[src/rtl/gpio_edge_pkg.sv]
package gpio_edge_pkg;
  localparam int unsigned REG_AW = 4;

  typedef enum logic [REG_AW-1:0] {
    A_DIR  = 4'd0,
    A_OUT  = 4'd1,
    A_PIN  = 4'd2,
    A_MASK = 4'd3,
    A_SET  = 4'd4,
    A_CLR  = 4'd5,
    A_RISE = 4'd6,
    A_FALL = 4'd7,
    A_STAT = 4'd8
  } reg_addr_e;
endpackage

[src/rtl/gpio_sync.sv]
module gpio_sync #(
  parameter int unsigned W = 32
) (
  input  logic         clk_i,
  input  logic         rst_ni,
  input  logic [W-1:0] d_i,
  output logic [W-1:0] q_o
);
  logic [W-1:0] s1_q, s2_q;

  always_ff @(posedge clk_i or negedge rst_ni) begin
    if (!rst_ni) begin
      s1_q <= '0;
      s2_q <= '0;
    end else begin
      s1_q <= d_i;
      s2_q <= s1_q;
    end
  end

  assign q_o = s2_q;
endmodule

[src/rtl/gpio_edge_det.sv]
module gpio_edge_det #(
  parameter int unsigned W = 32
) (
  input  logic         clk_i,
  input  logic         rst_ni,
  input  logic [W-1:0] lvl_i,
  input  logic [W-1:0] ren_i,
  input  logic [W-1:0] fen_i,
  input  logic [W-1:0] clr_i,
  output logic [W-1:0] stat_o
);
  logic [W-1:0] prev_q, stat_q;
  logic [W-1:0] rise, fall, ev;

  assign rise = lvl_i & ~prev_q;
  assign fall = ~lvl_i & prev_q;
  assign ev   = (rise & ren_i) | (fall & fen_i);

  always_ff @(posedge clk_i or negedge rst_ni) begin
    if (!rst_ni) begin
      prev_q <= '0;
      stat_q <= '0;
    end else begin
      prev_q <= lvl_i;
      stat_q <= (stat_q & ~clr_i) | ev;  // set beats clear
    end
  end

  assign stat_o = stat_q;

  p_stat_sticky_r8: assert property (@(posedge clk_i) disable iff (!rst_ni)
    ((stat_q & $past(stat_q & ~clr_i)) == $past(stat_q & ~clr_i)));

  p_set_wins_r8: assert property (@(posedge clk_i) disable iff (!rst_ni)
    (ev != '0) |=> ((stat_q & $past(ev)) == $past(ev)));

  p_only_enabled_r7: assert property (@(posedge clk_i) disable iff (!rst_ni)
    ((stat_q & ~$past(stat_q) & ~$past(ren_i | fen_i)) == '0));
endmodule

[src/rtl/gpio_regs.sv]
module gpio_regs
  import gpio_edge_pkg::*;
#(
  parameter int unsigned W  = 32,
  parameter int unsigned AW = REG_AW
) (
  input  logic            clk_i,
  input  logic            rst_ni,
  input  logic            req_i,
  input  logic            we_i,
  input  logic [AW-1:0]   addr_i,
  input  logic [W/8-1:0]  be_i,
  input  logic [W-1:0]    wdata_i,
  output logic [W-1:0]    rdata_o,
  output logic            rvalid_o,
  input  logic [W-1:0]    lvl_i,
  input  logic [W-1:0]    stat_i,
  output logic [W-1:0]    dir_o,
  output logic [W-1:0]    out_o,
  output logic [W-1:0]    ren_o,
  output logic [W-1:0]    fen_o,
  output logic [W-1:0]    clr_o
);
  localparam int unsigned NB = W / 8;

  logic [W-1:0] bmask, wen_out, rd_mux;
  logic [W-1:0] dir_q, out_q, mask_q, ren_q, fen_q;
  logic         wr, rd;

  for (genvar k = 0; k < NB; k++) begin : g_bmask
    assign bmask[8*k +: 8] = {8{be_i[k]}};
  end

  assign wr      = req_i & we_i;
  assign rd      = req_i & ~we_i;
  assign wen_out = bmask & ~mask_q;

  always_ff @(posedge clk_i or negedge rst_ni) begin
    if (!rst_ni) begin
      dir_q  <= '0;
      out_q  <= '0;
      mask_q <= '0;
      ren_q  <= '0;
      fen_q  <= '0;
    end else if (wr) begin
      case (addr_i)
        A_DIR:   dir_q  <= (dir_q & ~bmask) | (wdata_i & bmask);
        A_OUT:   out_q  <= (out_q & ~wen_out) | (wdata_i & wen_out);
        A_MASK:  mask_q <= (mask_q & ~bmask) | (wdata_i & bmask);
        A_SET:   out_q  <= out_q | (wdata_i & wen_out);
        A_CLR:   out_q  <= out_q & ~(wdata_i & wen_out);
        A_RISE:  ren_q  <= (ren_q & ~bmask) | (wdata_i & bmask);
        A_FALL:  fen_q  <= (fen_q & ~bmask) | (wdata_i & bmask);
        default: ;
      endcase
    end
  end

  assign clr_o = (wr && addr_i == A_STAT) ? (wdata_i & bmask) : '0;

  always_comb begin
    case (addr_i)
      A_DIR:   rd_mux = dir_q;
      A_OUT:   rd_mux = out_q & ~mask_q;
      A_PIN:   rd_mux = lvl_i & ~mask_q;
      A_MASK:  rd_mux = mask_q;
      A_RISE:  rd_mux = ren_q;
      A_FALL:  rd_mux = fen_q;
      A_STAT:  rd_mux = stat_i;
      default: rd_mux = '0;
    endcase
  end

  always_ff @(posedge clk_i or negedge rst_ni) begin
    if (!rst_ni) begin
      rdata_o  <= '0;
      rvalid_o <= 1'b0;
    end else begin
      rvalid_o <= rd;
      rdata_o  <= rd ? rd_mux : '0;
    end
  end

  assign dir_o = dir_q;
  assign out_o = out_q;
  assign ren_o = ren_q;
  assign fen_o = fen_q;

  p_mask_hold_r4: assert property (@(posedge clk_i) disable iff (!rst_ni)
    (wr && (addr_i == A_OUT || addr_i == A_SET || addr_i == A_CLR))
      |=> (((out_q ^ $past(out_q)) & $past(mask_q)) == '0));

  p_set_high_r5: assert property (@(posedge clk_i) disable iff (!rst_ni)
    (wr && addr_i == A_SET) |=> ((~out_q & $past(wdata_i & wen_out)) == '0));

  p_clr_low_r5: assert property (@(posedge clk_i) disable iff (!rst_ni)
    (wr && addr_i == A_CLR) |=> ((out_q & $past(wdata_i & wen_out)) == '0));

  p_pin_hidden_r6: assert property (@(posedge clk_i) disable iff (!rst_ni)
    (rd && addr_i == A_PIN) |=> ((rdata_o & $past(mask_q)) == '0));

  p_rvalid_lat_r11: assert property (@(posedge clk_i) disable iff (!rst_ni)
    rd |=> rvalid_o);
endmodule

[src/rtl/gpio_edge_port.sv]
module gpio_edge_port
  import gpio_edge_pkg::*;
#(
  parameter int unsigned WIDTH = 32,
  parameter int unsigned AW    = REG_AW
) (
  input  logic              clk_i,
  input  logic              rst_ni,
  input  logic              req_i,
  input  logic              we_i,
  input  logic [AW-1:0]     addr_i,
  input  logic [WIDTH/8-1:0] be_i,
  input  logic [WIDTH-1:0]  wdata_i,
  output logic [WIDTH-1:0]  rdata_o,
  output logic              rvalid_o,
  input  logic [WIDTH-1:0]  pin_i,
  output logic [WIDTH-1:0]  pad_out_o,
  output logic [WIDTH-1:0]  pad_oe_o,
  output logic              irq_o,
  output logic              wake_o
);
  logic [WIDTH-1:0] lvl, stat, ren, fen, clr;

  gpio_sync #(.W(WIDTH)) u_sync (
    .clk_i (clk_i),
    .rst_ni(rst_ni),
    .d_i   (pin_i),
    .q_o   (lvl)
  );

  gpio_regs #(.W(WIDTH), .AW(AW)) u_regs (
    .clk_i   (clk_i),
    .rst_ni  (rst_ni),
    .req_i   (req_i),
    .we_i    (we_i),
    .addr_i  (addr_i),
    .be_i    (be_i),
    .wdata_i (wdata_i),
    .rdata_o (rdata_o),
    .rvalid_o(rvalid_o),
    .lvl_i   (lvl),
    .stat_i  (stat),
    .dir_o   (pad_oe_o),
    .out_o   (pad_out_o),
    .ren_o   (ren),
    .fen_o   (fen),
    .clr_o   (clr)
  );

  gpio_edge_det #(.W(WIDTH)) u_edge (
    .clk_i (clk_i),
    .rst_ni(rst_ni),
    .lvl_i (lvl),
    .ren_i (ren),
    .fen_i (fen),
    .clr_i (clr),
    .stat_o(stat)
  );

  assign irq_o  = |stat;
  assign wake_o = |(stat & (ren | fen));

  p_wake_needs_irq_r10: assert property (@(posedge clk_i) disable iff (!rst_ni)
    wake_o |-> irq_o);
endmodule

[config.mk]
export PLATFORM = sky130hd
export DESIGN_NAME = gpio_edge_port
export DESIGN_NICKNAME = d
export VERILOG_FILES = /design/src/rtl/gpio_edge_pkg.sv /design/src/rtl/gpio_sync.sv /design/src/rtl/gpio_edge_det.sv /design/src/rtl/gpio_regs.sv /design/src/rtl/gpio_edge_port.sv
export SDC_FILE = /design/constraint.sdc
export NUM_CORES = 1
export LEC_CHECK = 0
export BUFFER_PORTS_ARGS = -buffer_cell sky130_fd_sc_hd__buf_4
export CAP_MARGIN = 40
export CORE_MARGIN = 3
export CORE_UTILIZATION = 52
export CTS_CLUSTER_DIAMETER = 40
export DETAILED_ROUTE_END_ITERATION = 8
export PLACE_DENSITY_LB_ADDON = 0.3
export SETUP_SLACK_MARGIN = 0.4
export SLEW_MARGIN = 20
export SYNTH_ARGS = -nofsm -noshare
export SYNTH_HDL_FRONTEND = slang
export SYNTH_SLANG_ARGS = --single-unit
[constraint.sdc]
create_clock -name clk_i -period 1.19 [get_ports clk_i]
set_clock_uncertainty 0.15 [all_clocks]
set_input_delay 0 -clock clk_i [delete_from_list [all_inputs] [get_ports clk_i]]
set_output_delay 0 -clock clk_i [all_outputs]
set_load 0.05 [all_outputs]
==> summary.md <==
| Metric | Value |
|---|---|
| Cell Pwr Density | 1650 mW/mm^2 |
| RSZ-0062 raised after global routing | true |
| Outcome | finished with violations |
| Final Max Tran Viols | 0 |
| Final Hold Viols | 417 |
| DRT Wirelength | 70.9 mm |
| Port bufs | 174 |
| First-pass GRT wire length | 87.3 mm |
| Met1 Use GR | 46.5% |
| Async S/R FF share, synth | 100% |
| Main synth FF type | dfrtp_1 |
| Antenna viol nets, final | 0 |
| Total global-route track usage | 40.2% |
| Root Buffer | clkbuf_16 |
| Post-Syn Area | 0.0137 mm^2 |
| DIE WIDTH | 168 um |
| Via count | 14800 |
| Via density | 7.19 |
| Setup ws final | -1310 ps |
| Register area share after synthesis | 58.8% |
| Share of layout cells above drive strength 1 | 58.4% |
| Final period util | 210% |
| Adder-Cell Fraction of Synth Area | 0% |
| Synth top area share | 58.8% |
| Minimum clock period | 2500 ps |
| Hold Crit Class | in2async |
| Syn. warnings | 0 |
| Total gr overflow | 0 |
| Setup crit end kind | output pin |
| Xor and xnor area share after synthesis | 0% |
| Data arrival time of the critical path | 2350 ps |
| CTS Buf Count | 41 |
| GRT met3 Usage | 10.6% |
| Pre-antenna DRT Iters | 8 |
| Maximum VDD drop | 1.72 mV |
| CP Data Required Time | 1040 ps |
| Mux share of post-synthesis cell area | 15.1% |
| WL/cell | 34.5 um |
| Tightest Pin Transition | 621 ps |
| Largest family of logic cells by synthesized area | multiplexers |
| Failing checks | negative hold slack, negative setup slack |
| Row count | 58 |
| Number of max-cap violations | 0 |
| Setup Viol. Count Final | 190 |
| Setup Crit Path Kind | reg2out |
| Crit start category | flip-flop |
| Hpwl dp | 28.6 mm |
| Clk_lat worst skew | 550 ps |
| Worst hold slack | -817 ps |
| CP max FO | 2 |
| Syn Nets | 1155 |
| Synth Area in Compound Gates | 14.9% |
| Gpl congestion | 0.878 |
| H-tree Lvls | 2 |
| Most frequent cell after synthesis | dfrtp_1 |
| Fin nets | 1768 |
| Top cells by area, synth | dfrtp_1, mux2_2, mux2i_1, o21ai_0, o31ai_1 |
| Fmax | 0.400 GHz |
| Number of flops mapped to enable cells by yosys | 0 |
| Most crowded layer after global routing | met2 |
| IO Pins | 175 |
| Commonest cells in the netlist | dfrtp_1, mux2_2, o21ai_0 |
| Simple-gate area share of the yosys netlist | 9.38% |
| CTS tree | yes |
| P&R area growth vs syn | 71.3% |
| Clock sinks | 321 |
| Number of global-route vias before repair | 14700 |
| Pleak | 10.3 nW |
| Average instance area after synthesis | 12.7 um^2 |
| # DRC | 0 |
| Initial antenna violation count | 0 |
| Die area | 0.0283 mm^2 |
| Unique masters post-synth | 38 |
| Clock transition at path regs | 70 ps |
| Total chip power | 38.6 mW |
| Clock Path Buffers | 3 |
| Slew margin rel. | 58.2% |
| Seq cells post-synth | 321 |
| Die Y-Extent | 168 um |
| Cells after synthesis | 1079 |
| Largest net degree at the start of global routing | 53 |
| Leading area contributor after synthesis | dfrtp_1 |
| Iter 0 DRT Violations | 2186 |
| Core Region | 0.0255 mm^2 |
| Grt met2 use | 66.1% |
| Starting Density | 53.7% |
==> worst max-delay path: stages (launching register included) <==
cell,delay (ps)
dfrtp_1,420
o21ai_1,410
nand4_1,310
nor4_2,370
nand2_2,130
buf_8,170
==> per-stage QoR <==
stage,cells,util (%),setup TNS (ps),instance area [um^2],worst slack (ps)
after floorplan,1079,-,-19800,14100,-158
after global placement,1780,69.4,-80230,17700,-497
after detailed placement,1780,69.4,-86550,17700,-508
after CTS,2010,86.2,-14310,22000,-1010
after global routing,2055,91.9,-26310,23400,-1340
final,2056,91.9,-23730,23400,-1310
==> cell type report <==
cell class              instances  area (um^2)
fillers                       724         2060
inverters                       3         11.3
multi-input cells             704         6870
well taps                     330          413
repair buffers                621         6500
diodes                          1         2.50
flip-flops and latches        321         8120
clock inverters                25          338
clock buffers                  51         1160
==> timing repair <==
| action | in CTS | in global routing |
|---|---|---|
| hold buffers | 65 | 3 |
| hold endpoints to repair | 546 | 429 |
| gates cloned | 4 | 1 |
| setup endpoints to repair | 340 | 346 |
| buffers inserted | 85 | 47 |
| gates resized for setup | 358 | 249 |
| pin swaps | 77 | 75 |
==> final timing paths <==
path	from	to	slack [ps]	depth (start not counted)
max in group asynchronous	rst_ni	asynchronous set/reset pin	1020	2
setup / recovery	flip-flop	wake_o	-1310	5
setup reg to reg	flip-flop	u_regs.rdata_o[30]	-470	4
hold / removal	rst_ni	u_sync.q_o[7]	-820	1
min in group clk_i	wdata_i[1]	flip-flop	-370	2
hold reg to reg	u_sync.s1_q[29]	u_sync.q_o[29]	200	0
==> metal layers <==
metal	share of wire (%)	vias up
met5	0	-
met4	11	0
met3	12	715
met2	45	1672
met1	32	7081
li1	-	5312
==> cells in the final DEF (no fill, tap or decap), types with 4 or more instances in the layout <==
cell           Yosys  layout
a21oi_1           62      61
buf_12             0      33
buf_16             0       4
buf_4              0     242
buf_6              4     245
buf_8              0      34
bufinv_16          0       7
clkbuf_16          0      44
clkbuf_8           0       5
clkinv_2           0       7
clkinvlp_4         0       5
dfrtp_1          321     255
dfrtp_2            0      66
dlygate4sd3_1      0      61
mux2_1             9       5
mux2_2           119      23
mux2_4             0     100
mux2i_1           62      46
mux2i_2            0      12
mux2i_4            0       4
nand2_1           73      66
nand2_2            0       5
nand3_4            0       5
nand3b_1          32      32
nand4_1           10      10
nor2_4             0      14
nor3b_2           30      30
nor4_2             0       4
o211ai_1          32      32
o21ai_0           98      14
o21ai_1            0      53
o21ai_2            0      27
o21ai_4            0       4
o22ai_1           31      23
o22ai_2            0       8
o31a_1            32      32
o31ai_1           64       8
o31ai_2            0      25
o31ai_4            0      31
==> cell families after synthesis <==
group           Yosys count
buf+inv                  54
flops                   321
simple gates            191
mux                     190
compound gates          323
==> report_power, final <==
| part | internal, mW | switching [mW] |
|---|---|---|
| clock network | 8.49 | 5.49 |
| logic | 5.31 | 5.77 |
| registers | 12.1 | 1.44 |
Power figures use the tool's default switching activity.
